`src/rtl/tmr_pkg.sv`:
```
package tmr_pkg;

   typedef enum logic [1:0] {
      REG_RUN    = 2'd0,
      REG_CTRL   = 2'd1,
      REG_RELOAD = 2'd2,
      REG_COUNT  = 2'd3
   } tmr_reg_e;

endpackage

```
`src/rtl/tmr_prescaler.sv`:
```
module tmr_prescaler #(
   parameter int SEL_W      = 3,
   parameter int NUM_RATIOS = 4
) (
   input  logic             clk,
   input  logic             rst_n,
   input  logic             run_i,
   input  logic [SEL_W-1:0] sel_i,
   output logic             tick_o
);
   localparam int PRE_W = 2 * NUM_RATIOS;
   localparam int IDX_W = (NUM_RATIOS > 1) ? $clog2(NUM_RATIOS) : 1;

   if (NUM_RATIOS < 2 || NUM_RATIOS > (1 << SEL_W)) begin : g_bad_ratios
      $error("tmr_prescaler: NUM_RATIOS must lie in 2 .. 2**SEL_W");
   end

   logic [PRE_W-1:0] lim_tbl [NUM_RATIOS];
   logic [PRE_W-1:0] lim;
   logic [PRE_W-1:0] pre_q;
   logic             sel_ok;

   for (genvar i = 0; i < NUM_RATIOS; i++) begin : g_lim
      assign lim_tbl[i] = {PRE_W{1'b1}} >> (PRE_W - 2 * (i + 1));
   end

   assign sel_ok = ({1'b0, sel_i} < (SEL_W + 1)'(NUM_RATIOS));
   assign lim    = sel_ok ? lim_tbl[sel_i[IDX_W-1:0]] : lim_tbl[0];
   assign tick_o = run_i && (pre_q >= lim);

   always_ff @(posedge clk or negedge rst_n) begin
      if (!rst_n)      pre_q <= '0;
      else if (!run_i) pre_q <= '0;
      else if (tick_o) pre_q <= '0;
      else             pre_q <= pre_q + 1'b1;
   end


   stop_clears_pre_chk: assert property (@(posedge clk) disable iff (!rst_n)
      !run_i |=> !tick_o);

endmodule

```
`src/rtl/tmr_counter.sv`:
```
module tmr_counter #(
   parameter int CNT_W = 32
) (
   input  logic             clk,
   input  logic             rst_n,
   input  logic             tick_i,
   input  logic             load_i,
   input  logic [CNT_W-1:0] load_val_i,
   input  logic [CNT_W-1:0] reload_i,
   output logic [CNT_W-1:0] count_o,
   output logic             uf_o
);
   if (CNT_W < 2) begin : g_bad_width
      $error("tmr_counter: CNT_W must be at least 2");
   end

   logic [CNT_W-1:0] cnt_q;
   logic             at_zero;

   assign at_zero = (cnt_q == '0);
   assign uf_o    = tick_i && !load_i && at_zero;
   assign count_o = cnt_q;

   always_ff @(posedge clk or negedge rst_n) begin
      if (!rst_n)       cnt_q <= '1;
      else if (load_i)  cnt_q <= load_val_i;
      else if (tick_i)  cnt_q <= at_zero ? reload_i : cnt_q - 1'b1;
   end


   reload_on_uf_chk: assert property (@(posedge clk) disable iff (!rst_n)
      uf_o |=> count_o == $past(reload_i));

   hold_when_idle_chk: assert property (@(posedge clk) disable iff (!rst_n)
      (!tick_i && !load_i) |=> $stable(count_o));

   write_wins_chk: assert property (@(posedge clk) disable iff (!rst_n)
      load_i |=> count_o == $past(load_val_i));

endmodule

```
`src/rtl/tmr_ctrl_reg.sv`:
```
module tmr_ctrl_reg #(
   parameter int CTRL_W   = 16,
   parameter int FLAG_BIT = 8,
   parameter int IE_BIT   = 5,
   parameter int SEL_W    = 3
) (
   input  logic              clk,
   input  logic              rst_n,
   input  logic              wr_i,
   input  logic [CTRL_W-1:0] wdata_i,
   input  logic              uf_i,
   output logic [CTRL_W-1:0] ctrl_o,
   output logic [SEL_W-1:0]  sel_o,
   output logic              irq_o
);
   localparam logic [CTRL_W-1:0] FLAG_MASK = CTRL_W'(1) << FLAG_BIT;

   if (FLAG_BIT >= CTRL_W || IE_BIT >= CTRL_W || SEL_W > CTRL_W
       || FLAG_BIT < SEL_W || IE_BIT < SEL_W || IE_BIT == FLAG_BIT) begin : g_bad_fields
      $error("tmr_ctrl_reg: control fields overlap or exceed CTRL_W");
   end

   logic [CTRL_W-1:0] bits_q;
   logic              flag_q;

   always_ff @(posedge clk or negedge rst_n) begin
      if (!rst_n) begin
         bits_q <= '0;
         flag_q <= 1'b0;
      end else begin
         if (wr_i) bits_q <= wdata_i & ~FLAG_MASK;
         if (uf_i)      flag_q <= 1'b1;
         else if (wr_i) flag_q <= flag_q & wdata_i[FLAG_BIT];
      end
   end

   assign ctrl_o = bits_q | (flag_q ? FLAG_MASK : '0);
   assign sel_o  = bits_q[SEL_W-1:0];
   assign irq_o  = flag_q & bits_q[IE_BIT];


   set_wins_chk: assert property (@(posedge clk) disable iff (!rst_n)
      uf_i |=> ctrl_o[FLAG_BIT]);

   flag_sticky_chk: assert property (@(posedge clk) disable iff (!rst_n)
      (ctrl_o[FLAG_BIT] && !uf_i && !wr_i) |=> ctrl_o[FLAG_BIT]);

   flag_clear_chk: assert property (@(posedge clk) disable iff (!rst_n)
      (wr_i && !uf_i && !wdata_i[FLAG_BIT]) |=> !ctrl_o[FLAG_BIT]);

endmodule

```
`src/rtl/prescaled_reload_timer.sv`:
```
module prescaled_reload_timer #(
   parameter int DATA_W     = 32,
   parameter int CNT_W      = 32,
   parameter int CTRL_W     = 16,
   parameter int SEL_W      = 3,
   parameter int NUM_RATIOS = 4,
   parameter int FLAG_BIT   = 8,
   parameter int IE_BIT     = 5
) (
   input  logic              clk,
   input  logic              rst_n,
   input  logic              bus_we,
   input  logic [1:0]        bus_addr,
   input  logic [DATA_W-1:0] bus_wdata,
   output logic [DATA_W-1:0] bus_rdata,
   output logic              irq
);
   import tmr_pkg::*;

   if (CNT_W > DATA_W || CTRL_W > DATA_W) begin : g_bad_widths
      $error("prescaled_reload_timer: register wider than data bus");
   end

   logic             run_q;
   logic [CNT_W-1:0] reload_q;
   logic [CNT_W-1:0] count;
   logic [CTRL_W-1:0] ctrl;
   logic [SEL_W-1:0] sel;
   logic             tick;
   logic             uf;
   logic             wr_run, wr_ctrl, wr_reload, wr_count;

   assign wr_run    = bus_we && (tmr_reg_e'(bus_addr) == REG_RUN);
   assign wr_ctrl   = bus_we && (tmr_reg_e'(bus_addr) == REG_CTRL);
   assign wr_reload = bus_we && (tmr_reg_e'(bus_addr) == REG_RELOAD);
   assign wr_count  = bus_we && (tmr_reg_e'(bus_addr) == REG_COUNT);

   always_ff @(posedge clk or negedge rst_n) begin
      if (!rst_n) begin
         run_q    <= 1'b0;
         reload_q <= '1;
      end else begin
         if (wr_run)    run_q    <= bus_wdata[0];
         if (wr_reload) reload_q <= bus_wdata[CNT_W-1:0];
      end
   end

   tmr_prescaler #(.SEL_W(SEL_W), .NUM_RATIOS(NUM_RATIOS)) u_pre (
      .clk(clk), .rst_n(rst_n), .run_i(run_q), .sel_i(sel), .tick_o(tick));

   tmr_counter #(.CNT_W(CNT_W)) u_cnt (
      .clk(clk), .rst_n(rst_n), .tick_i(tick), .load_i(wr_count),
      .load_val_i(bus_wdata[CNT_W-1:0]), .reload_i(reload_q),
      .count_o(count), .uf_o(uf));

   tmr_ctrl_reg #(.CTRL_W(CTRL_W), .FLAG_BIT(FLAG_BIT), .IE_BIT(IE_BIT),
                  .SEL_W(SEL_W)) u_ctrl (
      .clk(clk), .rst_n(rst_n), .wr_i(wr_ctrl),
      .wdata_i(bus_wdata[CTRL_W-1:0]), .uf_i(uf),
      .ctrl_o(ctrl), .sel_o(sel), .irq_o(irq));

   always_comb begin
      unique case (tmr_reg_e'(bus_addr))
         REG_RUN:    bus_rdata = DATA_W'(run_q);
         REG_CTRL:   bus_rdata = DATA_W'(ctrl);
         REG_RELOAD: bus_rdata = DATA_W'(reload_q);
         default:    bus_rdata = DATA_W'(count);
      endcase
   end


   halted_no_uf_chk: assert property (@(posedge clk) disable iff (!rst_n)
      (!run_q && !$past(run_q)) |-> !uf);

endmodule

```
`config.mk`:
```
export PLATFORM = sky130hd
export DESIGN_NAME = prescaled_reload_timer
export DESIGN_NICKNAME = d
export VERILOG_FILES = /design/src/rtl/tmr_pkg.sv /design/src/rtl/tmr_prescaler.sv /design/src/rtl/tmr_counter.sv /design/src/rtl/tmr_ctrl_reg.sv /design/src/rtl/prescaled_reload_timer.sv
export SDC_FILE = /design/constraint.sdc
export NUM_CORES = 1
export LEC_CHECK = 0
export CAP_MARGIN = 15
export CORE_ASPECT_RATIO = 1.75
export CORE_UTILIZATION = 57
export DETAILED_ROUTE_END_ITERATION = 8
export PLACE_DENSITY = 0.91
export SYNTH_ARGS = -nofsm -noshare
export SYNTH_HDL_FRONTEND = slang
export SYNTH_HIERARCHICAL = 1
export SYNTH_SLANG_ARGS = --single-unit
```
`constraint.sdc`:
```
create_clock -name clk -period 3.4 [get_ports clk]
set_input_delay 0.51 -clock clk [delete_from_list [all_inputs] [get_ports clk]]
set_output_delay 0.51 -clock clk [all_outputs]
set_load 0.02 [all_outputs]
```
### Word level (Yosys, flattened, before mapping)

Cells that the tools add are included.

| operators by class | value |
|---|---|
| $add $sub $neg | 2 |
| magnitude comparators | 3 |
| equal/unequal tests | 3 |
| mux-type cells | 13 |
| bitwise gates (word level) | 4 |
| reductions and logical operators | 12 |

Operators by type and width:

| kind | number |
|---|---|
| two-way mux 32 bit | 3 |
| one-hot mux 32 bit (3 select lines) | 1 |
| two-way mux 8 bit | 5 |
| logical NOT 32 bit | 1 |
| subtractor 32 x 1 -> 32 bit (second input constant) | 1 |
| binary-select mux 8 bit (select 2 bit) | 1 |
| bitwise OR 16 bit | 1 |
| two-way mux 9 bit | 1 |
| adder 8 x 1 -> 8 bit (second input constant) | 1 |
| >= comparator 8 bit | 1 |
| logical AND 1 bit | 7 |
| equality test 2 bit (second input constant) | 2 |
| nonzero test 2 bit | 2 |
| >= comparator 3 bit (second input constant) | 1 |
| less-than comparator 3 bit (second input constant) | 1 |
| inverter 2 -> 3 bit | 1 |
| AND 1 bit | 2 |
| equality test 2 x 1 -> 1 bit (second input constant) | 1 |
| logical NOT 2 bit | 1 |
| two-way mux 1 bit | 2 |
| logical NOT 1 bit | 1 |

| word-level totals | value |
|---|---|
| register bits | 89 |
| bits of input ports | 37 |
| output and inout port bits | 33 |
| word-level logic and storage cells | 43 |

### Longest topological paths before layout

Gate-level depths: netlist (run 1).

| logic depth | value |
|---|---|
| depth in word-level cells | 10 |
| mapped depth | 12 |
| depth with buffers taken out | 10 |

### Hierarchy

The synthesis (run 1) kept the hierarchy.

Modules (own cells, without submodules):

| module | instances | cells each | area an instance (sq um) | seq. area each (sq um) |
|---|---|---|---|---|
| tmr_counter | 1 | 306 | 2472.4 | 840.8 |
| prescaled_reload_timer | 1 | 147 | 2080.7 | 865.8 |
| tmr_ctrl_reg | 1 | 40 | 688.2 | 400.4 |
| tmr_prescaler | 1 | 49 | 506.7 | 200.2 |

### Worst setup path before layout (run 1)

No wires, ideal clock.

| timing | value |
|---|---|
| path type | register to register |
| from | reg u_cnt.cnt_q[26] (netlist: u_cnt/count_o[26]) |
| to | reg u_cnt.cnt_q[22] (netlist: u_cnt/count_o[22]) |
| setup time | 0.083 ns |
| data arrival time | 2.371 ns |
| data required time | 3.317 ns |
| slack | 0.946 ns |
| cell stages (with the launch flop) | 8 |
| path buffers | 1 |
| period minus slack after synthesis | 2.454 ns |
| cells stage by stage | dfstp_2 or4_4 or4_4 or4_4 buf_6 nor2_2 a31oi_1 a221o_1 |

| on the way | value |
|---|---|
| word-level cells in the longest chain between the ends | 4 |

RTL lines:

| item | RTL line | text |
|---|---|---|
| start, declared | tmr_counter.sv:17 | `logic [CNT_W-1:0] cnt_q;` |
| start signal, assigned | tmr_counter.sv:26 | `else if (load_i) cnt_q <= load_val_i;` |
| start signal, assigned | tmr_counter.sv:27 | `else if (tick_i) cnt_q <= at_zero ? reload_i : cnt_q - 1'b1;` |
| logical NOT 32 bit | tmr_counter.sv:20 | `assign at_zero = (cnt_q == '0);` |
| two-way mux 32 bit (2 in series) | tmr_counter.sv:27 |  |
| two-way mux 32 bit | tmr_counter.sv:26 |  |

No other way between the ends. The select of a mux whose other input is x is not followed.
A chain may end at the register's enable or synchronous reset.

### Worst setup path in the final report (run 1)

| timing | value |
|---|---|
| from | in bus_addr[1] |
| to | out bus_rdata[1] |

| on the way | value |
|---|---|
| word-level cells in the longest chain between the ends | 2 |
| elaborated cells on any way between the ends | 4 |
| those cells by class | eq/ne: 2; mux: 1; reduce/logical: 1 |

RTL lines:

| item | RTL line | text |
|---|---|---|
| start, declared | prescaled_reload_timer.sv:13 | `input logic [1:0] bus_addr,` |
| equality test 2 bit (tied with other cells) | prescaled_reload_timer.sv:63 | `unique case (tmr_reg_e'(bus_addr))` |
| one-hot mux 32 bit (3 select lines) (*) | prescaled_reload_timer.sv:63 |  |
| end, declared | prescaled_reload_timer.sv:15 | `output logic [DATA_W-1:0] bus_rdata,` |

Every way passes the cells marked *; elsewhere a longest branch is shown, timed or not.

==> results of run 1 <==
cell families (layout without fill, tap and decap cells):
group                      count (synthesis)  after routing
and+or+nand+nor                          173            173
AOI/OAI and AO/OA                        118            118
DFF                                       89             89
muxes                                     83             83
buffers and inverters                     42            102
xor gates and xnor gates                  28             28
adders and majority gates                  9              9
metal layers:
layer,vias up,wire [µm],GRT usage [%]
met4,0,523,15.9
met1,2275,5530,31.6
met3,41,698,6.01
li1,2079,-,-
met5,-,0,0
met2,195,7600,49.6
through the flow:
step	instance area, µm²	utilization [%]
global route	6750	68.5
floorplan	5750	-
CTS	6750	68.5
detailed placement	6450	65.5
finish	6750	68.5
global placement	6450	65.5
power by group:
group          internal, mW  total (mW)  switching, mW  leakage, nW
Clock                 0.588       0.993          0.405        0.144
Sequential             1.42        1.69          0.268        0.984
Combinational         0.672        1.28          0.604         1.65
Total                  2.68        3.96           1.28         2.78
state kept, by name, indices dropped and copies added (netlist names):
| name | count |
|---|---|
| u_ctrl/bits_q | 15 |
| u_cnt/count_o | 32 |
| reload_q | 32 |
| run_q | 1 |
| u_pre/pre_q | 8 |
| u_ctrl/flag_q | 1 |
worst max-delay path by stage:
stage                                        from                       endpoint  slack, ns  depth (start not counted)
floorplan           u_cnt/count_o[26]$_DFFE_PN1P_  u_cnt/count_o[22]$_DFFE_PN1P_       0.95                          7
global placement                      bus_addr[1]                  bus_rdata[15]       0.55                          4
detailed placement                    bus_addr[1]                   bus_rdata[1]       0.51                          4
CTS                                   bus_addr[1]                   bus_rdata[1]       0.51                          4
global route                          bus_addr[1]                   bus_rdata[1]       0.45                          4
finish                                bus_addr[1]                   bus_rdata[1]       0.52                          4
cells in the final DEF, fill, tap and decap left out, types with 2 or more instances in the layout:
cell	n
o21ai_1	8
nand2_1	27
or4_4	3
or3_1	9
nor3b_1	31
nor2b_1	17
xnor2_1	9
nor4_1	10
or4_1	2
dfstp_2	64
clkinv_2	2
and3_1	2
nor2_1	27
nand3_1	9
clkbuf_1	3
mux2_2	23
nor4_2	2
nor3_1	13
ha_1	9
clkbuf_16	9
a221o_1	2
a21oi_1	35
xor2_1	19
a22o_1	15
mux2i_1	19
nor2_2	2
dfrtp_1	25
inv_1	3
buf_4	14
nand4_1	3
nand2b_1	3
o21ai_0	40
o41ai_1	2
mux2_4	40
clkdlybuf4s50_1	67
o221ai_1	3
or2_2	4
a21o_1	2
o31ai_1	2
critical path, delay by kind of cell:
family                 cells  cell delay, ns
buffers and inverters      2            1.02
and+or+nand+nor            1            0.58
AOI/OAI and AO/OA          1            0.26
area by class of cell:
cell class | count | share of cell area (%)
Multi-Input combinational cell | 411 | 47.1
Clock inverter | 3 | 0.594
Tap cell | 125 | 2.32
Timing Repair Buffer | 83 | 11.9
Inverter | 3 | 0.167
Clock buffer | 13 | 3.71
Sequential cell | 89 | 34.2
==> impl_metrics.toml, run 1 <==
[outcome]
status = "finished, final reports clean"

[grt]
gr-total-overflow = 0
grt_pass1_wl_um = 23000
antenna_found_initial = 0
grt_pass1_vias = 4640
grt_use_total_pct = 28.3
grt_max_degree = 71

[worst_setup_path]
path_cells = "clkdlybuf4s50_1, and2b_1, a22o_1, clkdlybuf4s50_1"
crit_type = "primary input to primary output"
r2r_end = "u_ctrl/flag_q$_DFFE_PN0P_"
endpoint_kind = "primary output"
timing.rr.start = "u_ctrl/bits_q[2]$_DFFE_PN0P_"
path_common_cell = "clkdlybuf4s50_1"
r2r_cells = 9
reg2reg_slack_ns = 0.65
crit_path_top_delay_cell = "clkdlybuf4s50_1"
slowest_delay_ns = 0.61
cp_data_arrival_time_ns = 2.37
cp-start-kind = "primary input"
worstPathMaxFanout = 15
crit_required_ns = 2.89

[synth]
synth_compound_area_share_pct = 12.5
yosysMostFrequentCell = "dfstp_2"
syn_inst = 542
yosys.area_share.adder_pct = 1.96
yosys.area_share.simple_pct = 17.9
syn_area_per_cell_um2 = 10.6
synth_top_family_by_area = "multiplexers"
synth_xor_xnor_area_share_pct = 4.27
synthTopCellsByCount = "64 x dfstp_2, 40 x mux2_4, 40 x o21ai_0"
yosysTopAreaCell = "dfstp_2"
synth-main-ff-cell = "dfstp_2"
synth.area.mux_share_pct = 18.7
synth_seq_area_share_pct = 40.1
synth_cell_types = 58
syn_nets = 588
synth_edf_count = 0
ys_ff_latch = 89
synth_top_area_share_pct = 29.3
synthesis.area_mm2 = 0.00575
ys_warn_count = 6
ys_top_cells_by_area = "dfstp_2 29%, dfrtp_1 11%, mux2_4 10%"
async_flop_share_pct = 100

[route]
ant_nets = 0
totalWireLength_um = 14400
dr.pass1.iters = 6
vias = 4590
drcViolationCount = 0
detail_route.wl_per_cell_um = 19.7
drt_iter0_markers = 396
avgViaCountPerCell = 6.31

[final_layout]
multiInputGateArea_mm2 = 0.00318
final_nets = 643
drive_above_1_share_pct = 28.7
seqCellArea_mm2 = 0.00231
fillers = 754
num_antenna_cells = 0
fin_cells = 727
syn_to_final_growth_pct = 17.3

[place]
place_ws_ns = 0.513
dp_hpwl_um = 9570
place_congestion = 0.900
placedCellCount = 711
port_buffers = 69

[hold_path]
hold_path.class = "primary input to async pin"

[floorplanning]
dieArea_mm2 = 0.0105
rows = 48
io_pins = 70
core_area_mm2 = 0.00985
initial_utilization_pct = 58.4
fp.dieH_um = 135
die_w_um = 77.9

[timing]
fin_tns_setup_ns = 0
period_needed_ns = 2.88
fin_crit_sh_pct = 84.7
fin_skew_ns = 0.00846
timing.final.ws_setup_ns = 0.520
report.final.slew_viol_count = 0
worst_pin_slew_ns = 0.894
hold_ws_ns = 0.281
fmax_mhz = 347
final-hold-violation-count = 0
grt_setup_unrepaired = "false"
setup_viol = 0
relSlewSlack_pct = 40.4

[power_and_ir_drop]
p_total_mw = 3.96
pwr_density_cell_mw_per_mm2 = 587
p_leak_nw = 2.78
ir_drop_v = 0.000334

[clock_tree]
postCtsResizedCells = 0
clock_path_buffers = 2
clock_latency_ns = 0.34
cts_tree = "yes"
h-tree-depth = 3
path_clk_slew_ns = 0.06
postCtsSetupRepairBufs = 0
clock_sinks = 89
cts_root_buffer = "clkbuf_16"
numCtsBuffers = 9
cts_hold_buffers = 0

[flow_run]
maxCapViolCount = 0
No activity file was read; power rests on OpenSTA's default activity.
==> run 2: changes to the inputs <==
CORE_UTILIZATION = 51   (was 57)
PLACE_DENSITY = 0.87   (was 0.91)
clock period = 2.6 ns   (was 3.4 ns; I/O delays follow)
==> run 2 against run 1 <==
Compared with the run above: die area rose by 12%; first-iteration DRC count rose by 6.3%; clock skew barely moved; count of clock-buffer cells in the layout did not move; flip-flop and latch count did not move; non-clock buffer count rose by 14; sequential share of layout area fell by 0.76 points; design area rose by 2.3%; clock power rose by 34%; hold slack got worse by 0.14 ns; largest cell class unchanged.
==> impl_metrics.toml, run 2 (synthesis results as in run 1) <==
[outcome]
status = "finished, final reports clean"

[grt]
grt_max_degree = 66
antenna_found_initial = 0
grt_pass1_vias = 4829
grt_pass1_wl_um = 23200
gr-total-overflow = 0
grt_use_total_pct = 25.9

[route]
detail_route.wl_per_cell_um = 19.4
vias = 4653
ant_nets = 0
dr.pass1.iters = 5
drt_iter0_markers = 421
drcViolationCount = 0
totalWireLength_um = 14500
avgViaCountPerCell = 6.22

[worst_setup_path]
crit_path_top_delay_cell = "or4_4"
r2r_end = "u_cnt/count_o[4]$_DFFE_PN1P_"
crit_start = "u_cnt/count_o[26]$_DFFE_PN1P_"
endpoint_kind = "flip-flop"
timing.rr.start = "u_cnt/count_o[26]$_DFFE_PN1P_"
cp_data_arrival_time_ns = 2.82
r2r_cells = 7
crit_required_ns = 2.86
crit_type = "flip-flop to flip-flop"
cp-start-kind = "flip-flop"
path_cells = "or4_4, or4_4, or4_4, buf_6, nand3_1, o21ai_0, o21ai_0"
endpoint = "u_cnt/count_o[4]$_DFFE_PN1P_"
path_common_cell = "or4_4"
slowest_delay_ns = 0.57
worstPathMaxFanout = 19
reg2reg_slack_ns = 0.05

[floorplanning]
dieArea_mm2 = 0.0117
core_area_mm2 = 0.0110
fp.dieH_um = 142
die_w_um = 82.3
rows = 51
initial_utilization_pct = 52.1
io_pins = 70

[place]
dp_hpwl_um = 10100
place_congestion = 0.937
placedCellCount = 732
port_buffers = 69

[clock_tree]
postCtsSetupRepairBufs = 0
cts_root_buffer = "clkbuf_16"
numCtsBuffers = 9
clock_path_buffers = 2
clock_latency_ns = 0.35
h-tree-depth = 3
clock_sinks = 89
path_clk_slew_ns = 0.07
cts_tree = "yes"

[power_and_ir_drop]
pwr_density_cell_mw_per_mm2 = 760
ir_drop_v = 0.000425
p_leak_nw = 2.86
p_total_mw = 5.24

[final_layout]
syn_to_final_growth_pct = 20.0
layout_commonest_cell = "clkdlybuf4s50_1"
drive_above_1_share_pct = 30.7
layout_common_cells = "67 x clkdlybuf4s50_1, 64 x dfstp_2, 40 x mux2_4"
num_antenna_cells = 0
final_nets = 657
fin_cells = 748

[flow_run]
maxCapViolCount = 0

[hold_path]
hold_path.class = "primary input to async pin"

[timing]
fin_skew_ns = 0.00832
final-hold-violation-count = 0
fin_crit_sh_pct = 98.2
report.final.slew_viol_count = 0
period_needed_ns = 2.55
worst_pin_slew_ns = 0.824
fmax_mhz = 391
relSlewSlack_pct = 45.1
fin_tns_setup_ns = 0
grt_setup_unrepaired = "false"
hold_ws_ns = 0.136
setup_viol = 0
[run 2: cell types whose count changed in the layout (fill, tap and decap cells not counted), sizes merged]
cell	change
buf	+14
[run 2: metrics by stage]
| stage | worst slack, ns | cell area, µm² | util (%) |
|---|---|---|---|
| 2_1_floorplan | 0.146 | 5750 | - |
| 3_3_place_gp | 0.0984 | 6590 | 59.7 |
| 3_5_place_dp | 0.0463 | 6590 | 59.7 |
| 4_1_cts | 0.0300 | 6890 | 62.5 |
| 5_1_grt | 0.0162 | 6900 | 62.5 |
| 6_report | 0.0456 | 6900 | 62.5 |
[run 2: worst min path at each step]
stage	cells past startpoint	to	start	slack, ns
CTS	1	u_pre/pre_q[5]$_DFF_PN0_	rst_n	0.18
global route	1	u_pre/pre_q[7]$_DFF_PN0_	rst_n	0.21
global placement	1	u_pre/pre_q[0]$_DFF_PN0_	u_pre/pre_q[0]$_DFF_PN0_	0.44
finish	1	u_pre/pre_q[7]$_DFF_PN0_	rst_n	0.14
detailed placement	1	u_pre/pre_q[0]$_DFF_PN0_	u_pre/pre_q[0]$_DFF_PN0_	0.46
floorplan	0	run_q$_DFFE_PN0P_	rst_n	0.09
[run 2: critical path: cells and delay by family (launching register included)]
family	cells	cell delay, ns
AO/OA/AOI/OAI	2	0.28
buffers and inverters	1	0.19
flip-flops	1	0.38
AND/OR/NAND/NOR	4	1.60
[run 2: power by group]
part | internal [mW] | switching (mW)
Sequential | 1.86 | 0.349
Combinational | 0.910 | 0.795
Clock | 0.795 | 0.538
Total | 3.56 | 1.68
[run 2: metal layers]
metal | up-vias | global-route usage (%) | share of wire, %
met2 | 172 | 45.2 | 54
met4 | 0 | 15.1 | 3.3
met3 | 49 | 2.76 | 4.0
met1 | 2312 | 29.5 | 39
li1 | 2120 | - | -
met5 | - | 0 | 0
[run 2: timing repair]
item / in CTS / in global routing
resized for setup: 0 / 3
hold buffers: 0 / 0
setup endpoints to repair: 0 / 11
[run 2: final cells by class]
type | count | area, µm²
Inverter | 3 | 11.3
Multi-Input combinational cell | 411 | 3180
Clock buffer | 13 | 260
Timing Repair Buffer | 97 | 935
Sequential cell | 89 | 2310
Fill cell | 877 | 4140
Clock inverter | 3 | 40.0
Tap cell | 132 | 165
==> run 3: changes to the inputs <==
PLACE_DENSITY = 0.88   (was 0.87)
TNS_END_PERCENT = 100   (was default)
==> run 3 against run 2 <==
Compared with the run above: setup slack improved by 0.026 ns; register-to-register slack gained 0.04 ns; cell count grew 0.40%; count of clock-buffer cells in the layout decreased by 4; hold slack better by 0.26 ns; sequential share of layout area decreased by 0.21 points; combinational power about the same; power down 0.34%; sequential power is essentially flat; global-route usage rose by 0.93 points; wire length rose by 0.80%; design area increased by 0.63%.
==> impl_metrics.toml, run 3 (synthesis results as in run 1) <==
[worst_setup_path]
path_common_cell = "clkdlybuf4s50_1"
slowest_delay_ns = 0.63
cp_data_arrival_time_ns = 2.14
path_buf_inv = 3
endpoint_kind = "primary output"
crit_family = "buffers and inverters"
crit_path_top_delay_cell = "clkdlybuf4s50_1"
crit_required_ns = 2.21
path_cells = "clkdlybuf4s50_1, and2b_1, buf_12, a22o_1, clkdlybuf4s50_1"
crit_type = "primary input to primary output"
cp-start-kind = "primary input"
worstPathMaxFanout = 11

[route]
dr.pass1.iters = 5
vias = 4656
totalWireLength_um = 14600
met1_length_um = 5650
route.met3.wl_um = 577
detail_route.wl_per_cell_um = 19.4
avgViaCountPerCell = 6.20
wl_met2_um = 7760
drcViolationCount = 0
ant_nets = 0
drt_iter0_markers = 308
maxUsedRoutingLayer = "met4"

[floorplanning]
io_pins = 70
fp.dieH_um = 142
core_area_mm2 = 0.0110
dieArea_mm2 = 0.0117
die_w_um = 82.3
initial_utilization_pct = 52.1
rows = 51

[grt]
grt_pass1_vias = 4832
grt_use_total_pct = 26.8
gr-total-overflow = 0
grt_pass1_wl_um = 23600
antenna_found_initial = 0
grt_max_degree = 52

[final_layout]
num_antenna_cells = 0
drive_above_1_share_pct = 31.2
fin_cells = 751
syn_to_final_growth_pct = 20.8
layout_common_cells = "67 x clkdlybuf4s50_1, 64 x dfstp_2, 40 x mux2_4"
layout_commonest_cell = "clkdlybuf4s50_1"
final_nets = 660

[hold_path]
hold_path.class = "primary input to async pin"

[clock_tree]
cts_tree = "yes"
clock_path_buffers = 2
clock_sinks = 89
path_clk_slew_ns = 0.07
clock_latency_ns = 0.35
cts_root_buffer = "clkbuf_16"
h-tree-depth = 3
postCtsSetupRepairBufs = 0
numCtsBuffers = 9

[place]
placedCellCount = 734
place_congestion = 0.931
port_buffers = 69
dp_hpwl_um = 10000

[timing]
final-hold-violation-count = 0
fin_crit_sh_pct = 97.3
grt_setup_unrepaired = "false"
worst_pin_slew_ns = 0.645
period_needed_ns = 2.53
fin_tns_setup_ns = 0
report.final.slew_viol_count = 0
fmax_mhz = 395
fin_skew_ns = 0.00926
relSlewSlack_pct = 57.0
setup_viol = 0

[flow_run]
maxCapViolCount = 0

[power_and_ir_drop]
pwr_density_cell_mw_per_mm2 = 753
ir_drop_v = 0.000522
p_leak_nw = 2.88

[outcome]
status = "finished, final reports clean"
## run 3: changes by cell type in the layout (fill, tap and decap cells not counted), sizes merged
cell,change
clkbuf,-4
buf,+2
clkinv,+2
inv,+1
clkinvlp,+1
dlygate4sd3,+1
## run 3: stage by stage
stage / setup slack [ns] / utilization, % / area [µm²] / power [mW] / hold WS, ns
after floorplan: 0.146 / - / 5750 / 3.30 / 0.0944
after global placement: 0.108 / 60.1 / 6630 / 3.79 / 0.221
after CTS: 0.000287 / 62.9 / 6940 / 5.21 / 0.401
final: 0.0711 / 62.9 / 6940 / 5.23 / 0.394
after global routing: 0.00171 / 62.9 / 6940 / 5.48 / 0.415
after detailed placement: 0.0735 / 60.1 / 6630 / 3.88 / 0.221
## run 3: repair_timing
item / in CTS / in global routing
resized for setup: 0 / 2
hold buffers: 1 / 0
setup endpoints to repair: 0 / 1
hold endpoints to repair: 1 / 0
## run 3: power by group
part	internal, mW	total, mW	switching, mW	leakage (nW)
sequential	1.86	2.21	0.351	0.984
combinational	0.912	1.70	0.790	1.75
clock	0.745	1.32	0.574	0.146
total	3.51	5.23	1.71	2.88
## run 3: cell type report
| type | count | area [µm²] |
|---|---|---|
| clock buffer | 9 | 225 |
| inverter | 3 | 11.3 |
| sequential | 89 | 2310 |
| clock inverter | 7 | 70.1 |
| timing repair buffer | 100 | 981 |
| multi-input combinational | 411 | 3180 |
| fill | 850 | 4100 |
| tap | 132 | 165 |
## run 3: final timing paths
check | slack (ns) | end | depth (start not counted) | startpoint
max | 0.07 | bus_rdata[7] | 5 | bus_addr[1]
max reg2reg | 0.09 | u_cnt/count_o[5]$_DFFE_PN1P_ | 10 | u_ctrl/bits_q[2]$_DFFE_PN0P_
max in group asynchronous | 1.54 | u_cnt/count_o[15]$_DFFE_PN1P_ | 3 | rst_n
min reg2reg | 0.46 | u_pre/pre_q[0]$_DFF_PN0_ | 1 | u_pre/pre_q[0]$_DFF_PN0_
min in group clk | 0.46 | u_pre/pre_q[0]$_DFF_PN0_ | 1 | u_pre/pre_q[0]$_DFF_PN0_
min | 0.39 | u_pre/pre_q[0]$_DFF_PN0_ | 2 | rst_n
## run 3: worst reg2reg max path, stage by stage, from the launching register on
cell      delay, ns
dfrtp_1        0.42
nand3b_1       0.22
ha_1           0.34
a21o_1         0.18
a21oi_2        0.22
nand2_1        0.09
o21a_1         0.27
buf_4          0.23
nor3b_1        0.28
a21oi_1        0.09
o21ai_0        0.09
## run 3: metal layers
metal | up-vias | track usage [%]
met5 | - | 0
met4 | 0 | 15.9
met3 | 47 | 3.33
met2 | 171 | 46.3
met1 | 2325 | 30.6
li1 | 2113 | -
